==> src/rtl/irq_mask_pkg.sv <==
package irq_mask_pkg;

    // Byte offsets inside the register window
    localparam logic [7:0] OFS_COUNT   = 8'h00;
    localparam logic [7:0] OFS_ACTIVE  = 8'h04;
    localparam logic [7:0] OFS_WIPE    = 8'h08;
    localparam logic [7:0] OFS_MASKOFF = 8'h0C;
    localparam logic [7:0] OFS_MASKON  = 8'h10;

    localparam int unsigned BUS_DW = 32;

    typedef enum logic [2:0] {
        OP_NONE,
        OP_RD_COUNT,
        OP_RD_ACTIVE,
        OP_WIPE,
        OP_MASK_OFF,
        OP_MASK_ON
    } reg_op_e;

endpackage

==> src/rtl/irq_line_sync.sv <==
module irq_line_sync #(
    parameter int unsigned NUM_LINES = 32,
    parameter int unsigned STAGES    = 2
) (
    input  logic                 clk,
    input  logic                 rst_n,
    input  logic [NUM_LINES-1:0] req_i,
    output logic [NUM_LINES-1:0] rise_o,
    output logic [NUM_LINES-1:0] fall_o
);
    logic [STAGES-1:0][NUM_LINES-1:0] chain_q;
    logic [NUM_LINES-1:0]             prev_q;

    for (genvar s = 0; s < STAGES; s++) begin : g_stage
        if (s == 0) begin : g_first
            always_ff @(posedge clk or negedge rst_n) begin
                if (!rst_n) chain_q[s] <= '0;
                else        chain_q[s] <= req_i;
            end
        end else begin : g_next
            always_ff @(posedge clk or negedge rst_n) begin
                if (!rst_n) chain_q[s] <= '0;
                else        chain_q[s] <= chain_q[s-1];
            end
        end
    end

    always_ff @(posedge clk or negedge rst_n) begin
        if (!rst_n) prev_q <= '0;
        else        prev_q <= chain_q[STAGES-1];
    end

    assign rise_o = chain_q[STAGES-1] & ~prev_q;
    assign fall_o = ~chain_q[STAGES-1] & prev_q;

endmodule

==> src/rtl/irq_reg_decode.sv <==
module irq_reg_decode
    import irq_mask_pkg::*;
#(
    parameter int unsigned ADDR_W = 6
) (
    input  logic              sel_i,
    input  logic              we_i,
    input  logic              busy_i,
    input  logic [ADDR_W-1:0] addr_i,
    output logic              start_o,
    output reg_op_e           op_o
);
    always_comb begin
        start_o = sel_i & ~busy_i;
        op_o    = OP_NONE;
        if (start_o) begin
            if (!we_i) begin
                if (addr_i == ADDR_W'(OFS_COUNT))       op_o = OP_RD_COUNT;
                else if (addr_i == ADDR_W'(OFS_ACTIVE)) op_o = OP_RD_ACTIVE;
            end else begin
                if (addr_i == ADDR_W'(OFS_WIPE))         op_o = OP_WIPE;
                else if (addr_i == ADDR_W'(OFS_MASKOFF)) op_o = OP_MASK_OFF;
                else if (addr_i == ADDR_W'(OFS_MASKON))  op_o = OP_MASK_ON;
            end
        end
    end

endmodule

==> src/rtl/irq_event_cnt.sv <==
module irq_event_cnt #(
    parameter int unsigned NUM_LINES = 32,
    parameter int unsigned CNT_W     = 32,
    parameter int unsigned IDX_W     = 5
) (
    input  logic                 clk,
    input  logic                 rst_n,
    input  logic [NUM_LINES-1:0] rise_i,
    input  logic [IDX_W-1:0]     idx_i,
    output logic [CNT_W-1:0]     val_o
);
    logic [CNT_W-1:0] cnt_q [NUM_LINES];

    for (genvar n = 0; n < NUM_LINES; n++) begin : g_line
        always_ff @(posedge clk or negedge rst_n) begin
            if (!rst_n)         cnt_q[n] <= '0;
            else if (rise_i[n]) cnt_q[n] <= cnt_q[n] + CNT_W'(1);
        end
    end

    always_comb begin
        val_o = '0;
        for (int n = 0; n < NUM_LINES; n++) begin
            if (int'(idx_i) == n) val_o = cnt_q[n];
        end
    end

endmodule

==> src/rtl/irq_mask_ctrl.sv <==
module irq_mask_ctrl
    import irq_mask_pkg::*;
#(
    parameter int unsigned NUM_LINES = 32,
    parameter int unsigned ADDR_W    = 6,
    parameter int unsigned CNT_W     = 32,
    parameter int unsigned SYNC_STG  = 2,
    parameter int unsigned IDX_W     = (NUM_LINES > 1) ? $clog2(NUM_LINES) : 1
) (
    input  logic                 clk,
    input  logic                 rst_n,
    input  logic [NUM_LINES-1:0] irq_req_i,
    input  logic                 bus_sel_i,
    input  logic                 bus_we_i,
    input  logic [ADDR_W-1:0]    bus_addr_i,
    input  logic [31:0]          bus_wdata_i,
    output logic [31:0]          bus_rdata_o,
    output logic                 bus_ready_o,
    output logic                 irq_o,
    input  logic [IDX_W-1:0]     cnt_sel_i,
    output logic [CNT_W-1:0]     cnt_val_o
);
    localparam int unsigned POP_W = $clog2(NUM_LINES + 1);

    typedef struct packed {
        logic [NUM_LINES-1:0] pend;
        logic [NUM_LINES-1:0] en;
        logic [NUM_LINES-1:0] hold_rise;
        logic [NUM_LINES-1:0] hold_fall;
        logic                 ready;
        logic [BUS_DW-1:0]    rdata;
        logic                 irq;
    } state_t;

    state_t st_d, st_q;

    logic [NUM_LINES-1:0] rise, fall;
    logic                 acc_start;
    reg_op_e              op;
    logic [NUM_LINES-1:0] pend_q, en_q;

    irq_line_sync #(
        .NUM_LINES (NUM_LINES),
        .STAGES    (SYNC_STG)
    ) u_sync (
        .clk    (clk),
        .rst_n  (rst_n),
        .req_i  (irq_req_i),
        .rise_o (rise),
        .fall_o (fall)
    );

    irq_reg_decode #(
        .ADDR_W (ADDR_W)
    ) u_dec (
        .sel_i   (bus_sel_i),
        .we_i    (bus_we_i),
        .busy_i  (st_q.ready),
        .addr_i  (bus_addr_i),
        .start_o (acc_start),
        .op_o    (op)
    );

    irq_event_cnt #(
        .NUM_LINES (NUM_LINES),
        .CNT_W     (CNT_W),
        .IDX_W     (IDX_W)
    ) u_cnt (
        .clk   (clk),
        .rst_n (rst_n),
        .rise_i(rise),
        .idx_i (cnt_sel_i),
        .val_o (cnt_val_o)
    );

    function automatic logic [POP_W-1:0] pop_cnt(input logic [NUM_LINES-1:0] v);
        logic [POP_W-1:0] acc;
        acc = '0;
        for (int i = 0; i < NUM_LINES; i++) acc = acc + POP_W'(v[i]);
        return acc;
    endfunction

    always_comb begin
        logic [NUM_LINES-1:0] active;
        logic [NUM_LINES-1:0] settled;
        logic [NUM_LINES-1:0] wmask;

        st_d    = st_q;
        active  = st_q.pend & st_q.en;
        wmask   = bus_wdata_i[NUM_LINES-1:0];
        // Events deferred from the previous edge go first
        settled = (st_q.pend | st_q.hold_rise) & ~st_q.hold_fall;

        st_d.ready = acc_start;
        if (acc_start) begin
            case (op)
                OP_RD_COUNT:  st_d.rdata = BUS_DW'(pop_cnt(active));
                OP_RD_ACTIVE: st_d.rdata = BUS_DW'(active);
                default:      st_d.rdata = '0;
            endcase
        end

        if (op == OP_WIPE) begin
            st_d.pend      = '0;
            st_d.en        = '0;
            st_d.hold_rise = rise;
            st_d.hold_fall = fall;
        end else begin
            st_d.pend      = (settled | rise) & ~fall;
            st_d.hold_rise = '0;
            st_d.hold_fall = '0;
            if (op == OP_MASK_OFF)     st_d.en = st_q.en & ~wmask;
            else if (op == OP_MASK_ON) st_d.en = st_q.en | wmask;
        end

        st_d.irq = |(st_d.pend & st_d.en);
    end

    always_ff @(posedge clk or negedge rst_n) begin
        if (!rst_n) st_q <= '0;
        else        st_q <= st_d;
    end

    assign bus_ready_o = st_q.ready;
    assign bus_rdata_o = st_q.rdata;
    assign irq_o       = st_q.irq;
    assign pend_q      = st_q.pend;
    assign en_q        = st_q.en;

endmodule

==> config.mk <==
export PLATFORM = sky130hd
export DESIGN_NAME = irq_mask_ctrl
export DESIGN_NICKNAME = d
export VERILOG_FILES = /design/src/rtl/irq_mask_pkg.sv /design/src/rtl/irq_line_sync.sv /design/src/rtl/irq_reg_decode.sv /design/src/rtl/irq_event_cnt.sv /design/src/rtl/irq_mask_ctrl.sv
export SDC_FILE = /design/constraint.sdc
export NUM_CORES = 2
export LEC_CHECK = 0
export BUFFER_PORTS_ARGS = -buffer_cell sky130_fd_sc_hd__buf_2
export CAP_MARGIN = 20
export CORE_ASPECT_RATIO = 0.9
export CORE_MARGIN = 3
export CORE_UTILIZATION = 55
export DETAILED_ROUTE_END_ITERATION = 8
export GPL_ROUTABILITY_DRIVEN = 1
export PLACE_DENSITY = 0.71
export SYNTH_ARGS = -nofsm -noshare
export SYNTH_HDL_FRONTEND = slang
export SYNTH_SLANG_ARGS = --single-unit
==> constraint.sdc <==
create_clock -name clk -period 6.55 [get_ports clk]
set_input_delay 0.9825 -clock clk [delete_from_list [all_inputs] [get_ports clk]]
set_output_delay 0.9825 -clock clk [all_outputs]
set_load 0.005 [all_outputs]
==> flow_metrics.env <==
export IMPL_postCtsSetupBuffers=0
export IMPL_arrival_ps=4950
export IMPL_r2r_start="en_q[0]"
export IMPL_core_area_sq_um=112000
export IMPL_final_max_slew_viol_count=0
export IMPL_die_area_sq_um=117000
export IMPL_cp_end_kind="output port"
export IMPL_layout_setup_ws_ps=621
export IMPL_worstMarginPinSlew_ps=1250
export IMPL_yosysWarningCount=0
export IMPL_grt_overflow_total=0
export IMPL_outcome="complete, no violations"
export IMPL_period_needed_ps=5930
export IMPL_dpl_hpwl_microns=150000
export IMPL_path_max_fanout=71
export IMPL_drive_above_1_share_pct=9.46
export IMPL_synth_area_leader_cell="dfrtp_1"
export IMPL_p_seq_share_pct=48.6
export IMPL_start_util_pct=55.6
export IMPL_finalSetupTns_ps=0
export IMPL_ys_types=81
export IMPL_p_clk_share_pct=41.6
export IMPL_finalPower_mw=19.4
export IMPL_r2r_cells=16
export IMPL_grt_max_degree=167
export IMPL_r2r_setup_slack_ps=1260
export IMPL_postPlaceCellArea_sq_um=64800
export IMPL_synth_avg_cell_area_sq_um=10.3
export IMPL_slew_headroom_pct=15.9
export IMPL_nets=6344
export IMPL_cts_htree_levels=4
export IMPL_hold_buffers=0
export IMPL_wl_per_cell_microns=25.9
export IMPL_vias=49800
export IMPL_fin_cells=7787
export IMPL_netlist_area_sq_um=62100
export IMPL_gp_congestion=1.02
export IMPL_combPwrFrac_pct=9.8
export IMPL_p_sw_share_pct=28.0
export IMPL_stdcell_area_sq_um=69500
export IMPL_antenna_found_initial=4
export IMPL_p_switching_mw=5.42
export IMPL_fp_dieW_microns=360
export IMPL_cp_start_kind="primary input"
export IMPL_worstPathRequired_ps=5570
export IMPL_cellLeakagePower_nw=31.9
export IMPL_clk_latency_ps=770
export IMPL_cts_made_buffers=136
export IMPL_fp_dieH_microns=325
export IMPL_p_per_area_nw_per_um2=278
export IMPL_startpoint="cnt_sel_i[0]"
export IMPL_drtIter0Drc=7401
export IMPL_clockBufferDepth=3
export IMPL_hold_viol=0
export IMPL_postSynthCellCount=6002
export IMPL_synthArstFlopShare_pct=100
export IMPL_synth_top_area_share_pct=51.7
export IMPL_grt_pass1_vias=46900
export IMPL_area_growth_pct=11.9
export IMPL_cp_endpoint="cnt_val_o[30]"
export IMPL_setup_viol=0
export IMPL_r2r_end="bus_rdata_o[4]"
export IMPL_clock_sinks=1282
export IMPL_ant_nets=0
export IMPL_synth_flop_cell="dfrtp_1"
export IMPL_cts_tree="yes"
export IMPL_rsz0062_at_grt="no"
export IMPL_cts_resized=0
export IMPL_dp_slack_ps=999
export IMPL_p_int_mw=13.9
export IMPL_drc=0
export IMPL_synth_nets=6144
export IMPL_fin_worst_skew_ps=31.3
export IMPL_dr_pass1_iters=8
export IMPL_hold_class="primary input to asynchronous set/reset pin"
export IMPL_fmax_mhz=169
export IMPL_fin_crit_sh_pct=90.5
export IMPL_cts_clk_slew_worst_paths_ps=60
export IMPL_rows=116
export IMPL_avgViaCountPerCell=6.40
export IMPL_grt_pass1_wl_microns=303000
export IMPL_track_usage_pct=34.1
export IMPL_port_buffers=144
export IMPL_io_pins=145
export IMPL_routed_wl_microns=202000
export IMPL_numPlacedInstances=7534
export IMPL_cts_root_buf="clkbuf_16"
export IMPL_cap_violations=0
export IMPL_synthTopCellsByArea="dfrtp_1 52%, xnor2_1 10%, nand2_1 4.2%"
export IMPL_ys_ff_latch=1282
export IMPL_critPathKind="primary input to output port"
export IMPL_ys_seq_area_share_pct=51.7
export IMPL_synth_edf_count=0
export IMPL_ir_worst_vdd_v=0.000197
## stage by stage
stage / hold WS (ps) / util [%]
after global routing: 292 / 62.3
after floorplan: 331 / -
after CTS: 273 / 62.2
after detailed placement: 335 / 58.0
after global placement: 332 / 58.0
final: 267 / 62.3
## worst max-delay path, cell delays in order
cell and delay, ps:
buf_8 450, nor2b_4 170, o21ai_0 980, o21ai_0 220, o31ai_1 900, a21oi_1 400
o32ai_1 550, buf_2 210
## flip-flops by register name, indices dropped and copies added, names as in the netlist
signal,count
u_sync.prev_q,32
bus_rdata_o,32
irq_o,1
pend_q,32
u_sync.chain_q,64
bus_ready_o,1
st_q,64
u_cnt.cnt_q,1024
en_q,32
## worst min-delay path by stage
| stage | slack, ps | from | endpoint | cells past startpoint |
|---|---|---|---|---|
| after floorplan | 330 | u_sync.chain_q[0] | u_sync.chain_q[32] | 0 |
| after global placement | 330 | u_sync.chain_q[0] | u_sync.chain_q[32] | 0 |
| after detailed placement | 330 | u_sync.chain_q[14] | u_sync.chain_q[46] | 0 |
| after CTS | 270 | irq_req_i[24] | u_sync.chain_q[24] | 1 |
| after global routing | 290 | irq_req_i[16] | u_sync.chain_q[16] | 1 |
| final | 270 | rst_n | bus_rdata_o[1] | 1 |
## layer usage
metal / global-route usage [%] / vias to the layer above / wire, microns
li1: - / 21500 / -
met1: 52.2 / 24800 / 87300
met2: 44.6 / 3096 / 78900
met3: 10.8 / 471 / 27000
met4: 13.6 / 2 / 8650
met5: 0 / - / 13
## cells in the mapped netlist (all sizes together) (38+ instances only)
| master | number |
|---|---|
| dfrtp | 1282 |
| xnor2 | 722 |
| nand2 | 692 |
| nor2 | 466 |
| nand3 | 315 |
| xor2 | 274 |
| nand4 | 211 |
| and3 | 194 |
| o21ai | 183 |
| a21oi | 151 |
| o22ai | 141 |
| nor3 | 135 |
| clkbuf | 119 |
| inv | 115 |
| mux2i | 114 |
| buf | 101 |
| a22oi | 72 |
| nor2b | 61 |
| and2 | 57 |
| and4 | 52 |
| nor4 | 45 |
| a221oi | 42 |
| ha | 39 |
| mux2 | 39 |
| nand2b | 38 |
## cell families after synthesis
| family | share of synthesized area, % |
|---|---|
| AOI/OAI and AO/OA | 8.58 |
| muxes | 3.23 |
| adders and majority gates | 1.56 |
| buffers and inverters | 2.40 |
| xor gates and xnor gates | 14.0 |
| DFF | 51.7 |
| and+or+nand+nor | 18.5 |
## placed cells by master, fill, tap and decap left out, types with 15 or more instances in the layout
cell / Yosys / routed
dfrtp_1: 1282 / 1282
xnor2_1: 722 / 722
nand2_1: 690 / 690
nor2_1: 466 / 466
nand3_1: 315 / 315
xor2_1: 274 / 274
nand4_1: 211 / 211
and3_1: 194 / 194
o21ai_0: 182 / 182
a21oi_1: 150 / 150
buf_2: 49 / 147
o22ai_1: 141 / 141
clkbuf_16: 0 / 137
nor3_1: 135 / 134
buf_4: 39 / 120
mux2i_1: 114 / 114
inv_1: 114 / 113
a22oi_1: 72 / 72
nor2b_1: 61 / 59
and2_1: 57 / 57
and4_1: 52 / 51
a221oi_1: 42 / 42
nor4_1: 42 / 42
mux2_2: 39 / 39
ha_1: 39 / 39
nand2b_1: 38 / 38
o221ai_1: 29 / 29
clkbuf_8: 0 / 29
clkinv_2: 0 / 26
fa_1: 24 / 24
clkbuf_1: 119 / 24
a211oi_1: 20 / 20
mux4_2: 19 / 19
a22o_1: 18 / 18
nand3b_1: 16 / 16
a31oi_1: 15 / 15
or3_1: 15 / 15
a32o_1: 15 / 15
## power groups by stage
stage	clock network (mW)	registers (mW)	logic (mW)
after floorplan	0	9.13	1.14
after global placement	0	9.48	1.79
after detailed placement	0	9.47	1.87
after CTS	8.11	9.36	1.87
after global routing	8.43	9.47	2.08
final	8.05	9.41	1.90
## cell type report
| type | count | area [sq um] |
|---|---|---|
| Fill cell | 8860 | 42100 |
| Inverter | 115 | 432 |
| Tap cell | 1475 | 1850 |
| Sequential cell | 1282 | 32100 |
| Antenna cell | 3 | 7.51 |
| Clock buffer | 190 | 3920 |
| Clock inverter | 55 | 742 |
| Timing Repair Buffer | 282 | 1910 |
| Multi-Input combinational cell | 4385 | 28600 |
Power figures use the tool's default switching activity.
